## src/rtl/irq_prio_pkg.sv

```systemverilog
package irq_prio_pkg;

  localparam int unsigned MAX_CH  = 32;
  localparam int unsigned ID_W    = 5;
  localparam int unsigned DATA_W  = 32;
  localparam int unsigned ADDR_W  = 4;
  localparam int unsigned SEL_LSB = 2;

  typedef enum logic [1:0] {
    SEL_ENABLE = 2'd0,
    SEL_SOURCE = 2'd1,
    SEL_KIND   = 2'd2,
    SEL_POL    = 2'd3
  } reg_sel_e;

  // Trigger evaluation for one channel.
  function automatic logic trig_hit(input logic is_edge, input logic hi_active,
                                    input logic cur, input logic prev,
                                    input logic hist_ok);
    logic lvl;
    logic edg;
    lvl = hi_active ? cur : ~cur;
    edg = hi_active ? (cur & ~prev) : (~cur & prev);
    return is_edge ? (edg & hist_ok) : lvl;
  endfunction

  // Index of the lowest set bit; zero when none is set.
  function automatic logic [ID_W-1:0] first_set(input logic [MAX_CH-1:0] v);
    logic [ID_W-1:0] id;
    id = '0;
    for (int i = MAX_CH - 1; i >= 0; i--) begin
      if (v[i]) id = ID_W'(i);
    end
    return id;
  endfunction

endpackage

```

## src/rtl/irq_trig_unit.sv

```systemverilog
module irq_trig_unit
  import irq_prio_pkg::*;
#(
  parameter int unsigned NUM_CH = 32
) (
  input  logic              clk,
  input  logic              rst_n,
  input  logic [NUM_CH-1:0] line_in,
  input  logic [NUM_CH-1:0] edge_sel,
  input  logic [NUM_CH-1:0] hi_sel,
  input  logic [NUM_CH-1:0] ch_en,
  output logic [NUM_CH-1:0] fire
);

  logic [NUM_CH-1:0] prev_q;
  logic              hist_ok_q;

  always_ff @(posedge clk or negedge rst_n) begin
    if (!rst_n) begin
      prev_q    <= '0;
      hist_ok_q <= 1'b0;
    end else begin
      prev_q    <= line_in;
      hist_ok_q <= 1'b1;
    end
  end

  for (genvar g = 0; g < NUM_CH; g++) begin : g_ch
    assign fire[g] = ch_en[g] &
                     trig_hit(edge_sel[g], hi_sel[g], line_in[g], prev_q[g], hist_ok_q);
  end

endmodule

```

## src/rtl/irq_pend_arb.sv

```systemverilog
module irq_pend_arb
  import irq_prio_pkg::*;
#(
  parameter int unsigned NUM_CH = 32
) (
  input  logic              clk,
  input  logic              rst_n,
  input  logic [NUM_CH-1:0] fire,
  input  logic              ack,
  output logic [NUM_CH-1:0] pend,
  output logic              active,
  output logic [ID_W-1:0]   src_id
);

  logic [NUM_CH-1:0] pend_q;
  logic [NUM_CH-1:0] clr_mask;
  logic [MAX_CH-1:0] pend_wide;
  logic              active_q;
  logic [ID_W-1:0]   src_q;
  logic              take_ack;

  assign take_ack  = ack & active_q;
  assign pend_wide = MAX_CH'(pend_q);

  for (genvar g = 0; g < NUM_CH; g++) begin : g_clr
    assign clr_mask[g] = take_ack & (src_q == ID_W'(g));
  end

  always_ff @(posedge clk or negedge rst_n) begin
    if (!rst_n) begin
      pend_q <= '0;
    end else begin
      pend_q <= (pend_q & ~clr_mask) | fire;
    end
  end

  always_ff @(posedge clk or negedge rst_n) begin
    if (!rst_n) begin
      active_q <= 1'b0;
      src_q    <= '0;
    end else if (take_ack) begin
      active_q <= 1'b0;
      src_q    <= '0;
    end else if (!active_q && (|pend_q)) begin
      active_q <= 1'b1;
      src_q    <= first_set(pend_wide);
    end
  end

  assign pend   = pend_q;
  assign active = active_q;
  assign src_id = src_q;

endmodule

```

## src/rtl/irq_regs.sv

```systemverilog
module irq_regs
  import irq_prio_pkg::*;
#(
  parameter int unsigned NUM_CH = 32
) (
  input  logic              clk,
  input  logic              rst_n,
  input  logic [ADDR_W-1:0] bus_addr,
  input  logic [DATA_W-1:0] bus_wdata,
  input  logic              bus_we,
  input  logic              active,
  input  logic [ID_W-1:0]   src_id,
  output logic [NUM_CH-1:0] ch_en,
  output logic [NUM_CH-1:0] edge_sel,
  output logic [NUM_CH-1:0] hi_sel,
  output logic              ack,
  output logic [DATA_W-1:0] bus_rdata
);

  localparam int unsigned PAD_W = DATA_W - 1 - ID_W;

  reg_sel_e          sel;
  logic              aligned;
  logic              wr_hit;
  logic [NUM_CH-1:0] en_q;
  logic [NUM_CH-1:0] kind_q;
  logic [NUM_CH-1:0] pol_q;

  assign sel     = reg_sel_e'(bus_addr[SEL_LSB+1:SEL_LSB]);
  assign aligned = (bus_addr[SEL_LSB-1:0] == '0);
  assign wr_hit  = bus_we & aligned;
  assign ack     = wr_hit & (sel == SEL_SOURCE);

  always_ff @(posedge clk or negedge rst_n) begin
    if (!rst_n) begin
      en_q   <= '0;
      kind_q <= '0;
      pol_q  <= '0;
    end else if (wr_hit) begin
      unique case (sel)
        SEL_ENABLE: en_q   <= bus_wdata[NUM_CH-1:0];
        SEL_KIND:   kind_q <= bus_wdata[NUM_CH-1:0];
        SEL_POL:    pol_q  <= bus_wdata[NUM_CH-1:0];
        default:    ;
      endcase
    end
  end

  always_comb begin
    bus_rdata = '0;
    if (aligned) begin
      unique case (sel)
        SEL_ENABLE: bus_rdata = DATA_W'(en_q);
        SEL_SOURCE: bus_rdata = active ? {1'b1, {PAD_W{1'b0}}, src_id} : '0;
        SEL_KIND:   bus_rdata = DATA_W'(kind_q);
        SEL_POL:    bus_rdata = DATA_W'(pol_q);
        default:    bus_rdata = '0;
      endcase
    end
  end

  assign ch_en    = en_q;
  assign edge_sel = kind_q;
  assign hi_sel   = pol_q;

endmodule

```

## src/rtl/irq_prio_ctrl.sv

```systemverilog
module irq_prio_ctrl
  import irq_prio_pkg::*;
#(
  parameter int unsigned NUM_CH = 32
) (
  input  logic              clk,
  input  logic              rst_n,
  input  logic [3:0]        bus_addr,
  input  logic [31:0]       bus_wdata,
  input  logic              bus_we,
  output logic [31:0]       bus_rdata,
  input  logic [31:0]       irq_in,
  output logic              cpu_irq
);

  logic [NUM_CH-1:0] ch_en;
  logic [NUM_CH-1:0] edge_sel;
  logic [NUM_CH-1:0] hi_sel;
  logic [NUM_CH-1:0] fire_vec;
  logic [NUM_CH-1:0] pend_vec;
  logic              active;
  logic [ID_W-1:0]   src_id;
  logic              ack_evt;

  irq_regs #(.NUM_CH(NUM_CH)) u_regs (
    .clk       (clk),
    .rst_n     (rst_n),
    .bus_addr  (bus_addr),
    .bus_wdata (bus_wdata),
    .bus_we    (bus_we),
    .active    (active),
    .src_id    (src_id),
    .ch_en     (ch_en),
    .edge_sel  (edge_sel),
    .hi_sel    (hi_sel),
    .ack       (ack_evt),
    .bus_rdata (bus_rdata)
  );

  irq_trig_unit #(.NUM_CH(NUM_CH)) u_trig (
    .clk      (clk),
    .rst_n    (rst_n),
    .line_in  (irq_in[NUM_CH-1:0]),
    .edge_sel (edge_sel),
    .hi_sel   (hi_sel),
    .ch_en    (ch_en),
    .fire     (fire_vec)
  );

  irq_pend_arb #(.NUM_CH(NUM_CH)) u_arb (
    .clk    (clk),
    .rst_n  (rst_n),
    .fire   (fire_vec),
    .ack    (ack_evt),
    .pend   (pend_vec),
    .active (active),
    .src_id (src_id)
  );

  assign cpu_irq = active;

endmodule

```

## config.mk

```make
export PLATFORM = sky130hd
export DESIGN_NAME = irq_prio_ctrl
export DESIGN_NICKNAME = d
export VERILOG_FILES = /design/src/rtl/irq_prio_pkg.sv /design/src/rtl/irq_trig_unit.sv /design/src/rtl/irq_pend_arb.sv /design/src/rtl/irq_regs.sv /design/src/rtl/irq_prio_ctrl.sv
export SDC_FILE = /design/constraint.sdc
export NUM_CORES = 1
export LEC_CHECK = 0
export BUFFER_PORTS_ARGS = -buffer_cell sky130_fd_sc_hd__buf_2
export CAP_MARGIN = 15
export CORE_ASPECT_RATIO = 1.1
export CORE_MARGIN = 2
export CORE_UTILIZATION = 40
export CTS_CLUSTER_DIAMETER = 120
export DETAILED_ROUTE_END_ITERATION = 6
export MAX_ROUTING_LAYER = met4
export PLACE_DENSITY = 0.54
export SETUP_SLACK_MARGIN = 0.5
export SYNTH_ARGS = -nofsm -noshare
export SYNTH_HDL_FRONTEND = slang
export SYNTH_HIERARCHICAL = 1
export SYNTH_SLANG_ARGS = --single-unit
```

## constraint.sdc

```tcl
create_clock -name clk -period 2.16 [get_ports clk]
set_input_delay 0.216 -clock clk [delete_from_list [all_inputs] [get_ports clk]]
set_output_delay 0.216 -clock clk [all_outputs]
set_load 0.02 [all_outputs]
```

==> results of run 1 <==
-- routing by layer --
layer,vias up,track usage
met5,-,-
met4,0,0.0587
met3,24,0.0391
met2,147,0.358
met1,3529,0.287
li1,3242,-
-- what timing repair did --
action                                  4_1_cts  5_1_grt
hold buffers                                 33        0
hold endpoints to repair                     88        0
buffers inserted                             74       27
pin swaps                                    14        4
endpoints found under the setup margin       39       60
gates resized for setup                      63       56
-- cell families after synthesis --
| group | count (synthesis) | share of synthesized area |
|---|---|---|
| compound gates | 196 | 0.171 |
| flops | 167 | 0.482 |
| simple gates | 230 | 0.136 |
| buf+inv | 41 | 0.0309 |
| other cells | 1 | 0.000432 |
| mux | 128 | 0.180 |
-- synthesized netlist by cell type (all sizes together) --
master,instances
nand2,98
mux2i,5
o311a,1
a21oi,37
dfrtp,167
nand4,2
a21o,32
conb,1
a2111oi,1
o21a,32
a21boi,1
nand3b,1
or2,2
and2,1
mux4,1
buf,24
or4,2
nand2b,34
a22o,1
nor2,42
nand3,10
nor3b,3
a211oi,44
nor2b,9
o31ai,4
and2b,1
inv,6
mux2,122
nor3,9
a31oi,2
or3,3
clkbuf,11
or2b,1
o21ai,11
o21bai,1
o41ai,2
o31a,1
a22oi,26
nor4,12
-- sequential cells by signal (all words and copies together), names as in the netlist --
name / cells
u_arb/pend: 32
u_regs/ch_en: 32
u_regs/edge_sel: 32
u_regs/hi_sel: 32
u_trig/prev_q: 32
u_arb/src_id: 5
u_arb/active: 1
u_trig/hist_ok_q: 1
-- worst reg2reg max path, stage by stage (launching register included) --
cell and delay [ps]:
dfrtp_1 430, nor4_4 370, nand4_4 210, o41ai_4 420, nand2_1 120, o41ai_2 70
-- final timing paths --
kind | startpoint | endpoint | slack [ps] | depth (start not counted)
worst min-delay path | bus_wdata[5] | u_regs/edge_sel[5] | 50 | 2
worst min register to register | u_regs/ch_en[3] | u_regs/ch_en[3] | 530 | 1
worst max register to register | u_arb/pend[7] | u_arb/src_id[1] | 430 | 5
min in group asynchronous | rst_n | u_trig/prev_q[28] | 370 | 2
worst max-delay path | u_arb/active | bus_rdata[31] | 350 | 3
max in group asynchronous | rst_n | u_regs/hi_sel[18] | 1090 | 3
-- power groups by stage --
stage | Clock, uW | Combinational (uW) | Sequential, uW
3_5_place_dp | 0 | 1580 | 4240
3_3_place_gp | 0 | 1540 | 4200
6_report | 2920 | 2470 | 4060
2_1_floorplan | 0 | 1190 | 4070
5_1_grt | 3130 | 2680 | 4130
4_1_cts | 2990 | 2240 | 4040
-- placed cells by master (no fill, tap or decap), types with 9 or more instances in the layout --
cell           count
nand3_1            9
dfrtp_1          150
a21oi_1           37
a21o_1            31
mux2_4            38
nand2_1           98
clkbuf_16         17
mux2_2            82
a211oi_1          16
dlygate4sd3_1     33
dfrtp_2           17
nor2_1            41
nand2b_1          34
a22oi_2           26
a211oi_2          26
o21a_1            32
buf_4            131
buf_2             77
-- area by class of cell --
class                           count  share of cell area
Timing Repair Buffer              257               0.167
Tap cell                          290              0.0310
Clock inverter                      9             0.00663
Sequential cell                   167               0.359
Inverter                            6             0.00193
Clock buffer                       22              0.0405
Multi-Input combinational cell    555               0.394
-- stage by stage --
stage                     area, um^2  setup WS, ps  cells   util
after floorplan                 8710           513    763      -
after global placement          9590           357   1141  0.450
after detailed placement        9590           331   1141  0.450
after CTS                      11300           334   1279  0.528
after global routing           11700           287   1306  0.549
final                          11700           352   1306  0.549
==> results by group, run 1 <==
Global routing
  – Largest net degree at the start of global routing: 62
  – Antenna violations before repair: 0
  – Vias in the first global route: 7075
  – GRT Total Usage: 0.220
  – Global-route wire length before repair: 37.7 mm
  – Grt ovf: 0

Power and ir drop
  – Part of the power in combinational logic: 0.262
  – VDD IR max: 527 uV
  – Overall power: 9450 uW
  – Clock network power share: 0.309
  – Leakage: 0.00513 uW
  – Net Sw Frac: 0.287
  – NetSw: 2710 uW
  – Sequential power share: 0.430
  – P_int: 6730 uW
  – PD cells: 808 mW/mm^2

Yosys
  – Syn_nets: 834
  – YS warnings: 6
  – #FFs+latches synth: 167
  – Synthesized area per cell: 11.4 um^2
  – Synth top area share: 0.482
  – Area leader, netlist: dfrtp_1
  – Netlist cell types: 57
  – Cells after Synth: 763
  – Mapped Area: 0.00868 mm^2
  – Synth area leaders: dfrtp_1 48%, mux2_2 12%, mux2_4 5.2%
  – Register area share after synthesis: 0.482

Timing
  – Final hold vios: 0
  – # setup viols final: 0
  – Rel. slew slack: 0.586
  – Min cycle time layout: 1810 ps
  – Period Utilization, post-route: 0.837
  – Hold_ws: 52.0 ps
  – Worst Clk Skew: 9.47 ps
  – Setup tns final: 0 ps
  – Worst-Margin Slew: 621 ps
  – Max Slew Vio Count: 0
  – Unrepaired setup endpoints after global routing: yes
  – FMAX: 553 MHz

Floorplan
  – Core footprint: 0.0213 mm^2
  – Rows: 56
  – Starting Density: 0.407
  – Io pins: 104
  – Die Y: 158 um
  – Die Area: 0.0229 mm^2
  – Die width: 144 um

Critical path
  – Critical path endpoint category: primary output
  – Kind of critical path: reg -> out
  – Highest net fanout along the worst path: 5
  – CP Launch Type: flop
  – Critical Path AT: 1590 ps
  – Cell Chain, Critical Path: mux4_2 -> and2_4 -> buf_6
  – Delay-heaviest family, CP: multiplexers
  – CP required: 1940 ps
  – Max stage delay on crit path: 460 ps
  – Slowest CP cell: mux4_2
  – Buf+Inv Stages, Crit Path: 1

Hold path
  – Worst hold path type: in -> reg

Placement
  – GPL Wtd Cong: 0.837
  – IO Port Bufs: 103
  – DP Wirelength: 14.9 mm

Final layout
  – Layout fillers: 1876
  – N_diodes: 0
  – Share of cells above drive strength 1: 0.469
  – Layout Nets: 1075
  – Multi-input gate area: 0.00461 mm^2
  – Sequential cell area: 0.00420 mm^2
  – P&R area growth vs syn: 34.8%

CTS
  – Clock Latency Late Sink: 420 ps
  – H-tree depth: 4
  – Reg clk slew, reported paths: 60 ps
  – Number of buffers created by CTS: 17
  – CTS tree: done
  – Root buf cell: clkbuf_16
  – Clock Sinks: 167
  – CTS Buffer Depth: 2

Drt
  – DRT iter0 DRCs: 342
  – WL met3: 806 um
  – Post-DRT Antenna Nets: 0
  – WL met1: 11.0 mm
  – Highest routed layer: met4
  – Via Count: 6942
  – Drt drc: 0
  – Routed wire per std cell: 18.3 um
  – WL met2: 11.7 mm
  – Drt first pass iters: 4
  – Number of vias per cell: 5.32
  – WL final: 23.9 mm

Flow run
  – Max-cap viol count: 0

Outcome
  – Status: complete, no violations
No activity file was read; power rests on OpenSTA's default activity.
==> run 2, diff against run 1 <==
- PLACE_DENSITY: 0.54 -> 0.57
- clock period: 2.16 -> 1.5 ns (I/O delays scaled with it)
==> results by group, run 2 (synthesized netlist as in run 1, its figures left out) <==
CTS
  – CTS tree: done
  – CTS Buffer Depth: 2 (unchanged)
  – Clock Sinks: 167 (unchanged)
  – H-tree depth: 4 (unchanged)
  – Clock Latency Late Sink: 430 ps (about the same)
  – Reg clk slew, reported paths: 60 ps (about the same)
  – Number of buffers created by CTS: 17 (unchanged)
  – Root buf cell: clkbuf_16

Final layout
  – Layout Nets: 1164 (+8.3%)
  – P&R area growth vs syn: 62.3%
  – Layout fillers: 1585 (-16%)
  – Most frequent cells in the layout: 159 x dfrtp_1, 129 x buf_4, 77 x mux2_4, 73 x buf_2, 71 x nand2_1
  – Sequential cell area: 0.00419 mm^2 (-0.21%)
  – Multi-input gate area: 0.00556 mm^2 (+21%)
  – Share of cells above drive strength 1: 0.602 (+0.134)
  – Commonest non-fill, non-tap cell in the layout: dfrtp_1
  – N_diodes: 0 (unchanged)
  – Final std cells w/o fill: 1396 (+6.9%)

Critical path
  – CP endpoint: bus_rdata[31]
  – Buf+Inv Stages, Crit Path: 1 (unchanged)
  – R2R Setup Slk: -200 ps (-630 ps)
  – CP required: 1350 ps (-590 ps)
  – Setup crit start: u_arb/active
  – Critical path endpoint category: primary output
  – CP Launch Type: flop
  – Worst reg2reg path endpoint: u_arb/src_id[1]
  – Max stage delay on crit path: 470 ps (about the same)
  – Critical Path AT: 1580 ps (about the same)
  – Cell Chain, Critical Path: mux4_2 -> and2_4 -> buf_6
  – Number of stages on the worst setup path: 3 (unchanged)
  – Delay-heaviest family, CP: multiplexers
  – Kind of critical path: reg -> out
  – Reg-to-reg critical path startpoint: u_arb/pend[25]
  – Highest net fanout along the worst path: 3 (-2)
  – Slowest CP cell: mux4_2
  – FF-to-FF path depth: 4 (-1)

Floorplan
  – Die Area: 0.0229 mm^2 (unchanged)
  – Starting Density: 0.407 (unchanged)
  – Die width: 144 um (unchanged)
  – Io pins: 104 (unchanged)
  – Rows: 56 (unchanged)
  – Core footprint: 0.0213 mm^2 (unchanged)
  – Die Y: 158 um (unchanged)

Drt
  – Drt drc: 0 (unchanged)
  – Via Count: 7423 (+6.9%)
  – DRT iter0 DRCs: 423 (+24%)
  – WL final: 28.2 mm (+18%)
  – Number of vias per cell: 5.32 (about the same)
  – Drt first pass iters: 5 (+1)
  – Routed wire per std cell: 20.2 um (+11%)
  – Post-DRT Antenna Nets: 0 (unchanged)

Timing
  – Unrepaired setup endpoints after global routing: yes
  – Rel. slew slack: 0.653 (+0.0676)
  – Worst Clk Skew: 12.4 ps (+2.91 ps)
  – Setup tns final: -4310 ps (-4310 ps)
  – Max Slew Vio Count: 0 (unchanged)
  – Min cycle time layout: 1730 ps
  – Final worst slack: -233 ps (-585 ps)
  – FMAX: 577 MHz
  – Worst-Margin Slew: 518 ps (-103 ps)
  – Final hold vios: 0 (unchanged)
  – Period Utilization, post-route: 1.16
  – # setup viols final: 42 (+42)

Power and ir drop
  – Sequential power share: 0.389 (-0.041)
  – Clock network power share: 0.316 (+0.007)
  – NetSw: 4380 uW (+61%)
  – Net Sw Frac: 0.289 (+0.00195)
  – Part of the power in combinational logic: 0.295 (+0.033)
  – VDD IR max: 707 uV (+34%)
  – Leakage: 0.00622 uW (+21%)
  – P_int: 10800 uW (+60%)
  – PD cells: 1070 mW/mm^2 (+33%)

Placement
  – Placed insts: 1201 (+5.3%)
  – Dpl ws: -227 ps (-558 ps)
  – DP Wirelength: 16.5 mm (+10%)
  – IO Port Bufs: 103 (unchanged)
  – GPL Wtd Cong: 0.821 (-2.0%)

Outcome
  – Status: complete, but fails checks
  – Failing checks: setup timing

Global routing
  – Vias in the first global route: 7923 (+12%)
  – Global-route wire length before repair: 44.2 mm (+17%)
  – Antenna violations before repair: 0 (unchanged)
  – Largest net degree at the start of global routing: 44 (-29%)
  – GRT Total Usage: 0.262 (+0.0420)
  – Grt ovf: 0 (unchanged)

Flow run
  – Max-cap viol count: 0 (unchanged)

Hold path
  – Worst hold path type: in -> async
[run 2: cell count changes in the layout (fill, tap and decap cells not counted), sizes merged]
cell,before,now
clkinvlp,3,2
buf,224,280
dlygate4sd3,33,65
bufinv,1,4
[run 2: metrics by stage]
| step | cell area, um^2 | power, uW | hold WS, ps | utilization |
|---|---|---|---|---|
| 6_report | 14100 | 15100 | 126 | 0.661 |
| 4_1_cts | 13700 | 15000 | 12.6 | 0.643 |
| 3_5_place_dp | 10700 | 8980 | -5.76 | 0.501 |
| 3_3_place_gp | 10700 | 8820 | -2.42 | 0.501 |
| 5_1_grt | 14100 | 15900 | 131 | 0.661 |
| 2_1_floorplan | 9410 | 7990 | -146 | - |
[run 2: power groups by stage]
stage | clock, uW | sequential, uW | combinational (uW)
6_report | 4780 | 5890 | 4470
5_1_grt | 5120 | 5970 | 4770
4_1_cts | 4880 | 5850 | 4240
3_5_place_dp | 0 | 6110 | 2870
3_3_place_gp | 0 | 6030 | 2790
2_1_floorplan | 0 | 5900 | 2090
[run 2: final cells by class]
cell class / instances / area share
Multi-Input combinational cell: 555 / 0.395
Sequential cell: 167 / 0.298
Timing Repair Buffer: 346 / 0.234
Clock buffer: 21 / 0.0334
Tap cell: 290 / 0.0258
Clock inverter: 11 / 0.0122
Inverter: 6 / 0.00160
[run 2: worst min-delay path by stage]
stage	from	endpoint	slack (ps)	cells after the start
finish	rst_n	u_regs/edge_sel[28]	130	2
detailed placement	rst_n	u_regs/edge_sel[28]	-6	1
global placement	rst_n	u_regs/hi_sel[28]	-2	1
global route	rst_n	u_regs/edge_sel[28]	130	2
CTS	bus_wdata[0]	u_regs/ch_en[0]	10	2
floorplan	rst_n	u_arb/active	-150	0
[run 2: routing by layer]
layer	track usage	routed length [um]
met2	0.452	14700
met4	0.0717	420
met5	-	0
met1	0.320	12200
met3	0.0448	937
[run 2: worst register-to-register path, cell delays in order, from the launching register on]
cell	delay, ps
dfrtp_2	450
or4_4	570
o21ai_4	180
a31oi_2	100
o41ai_2	310
[run 2: repair_timing]
item,CTS,global route
gates cloned,14,1
endpoints found under the hold margin,282,1
gates resized for setup,208,49
endpoints found under the setup margin,135,135
hold buffers,64,1
pin swaps,104,74
buffers inserted,68,15
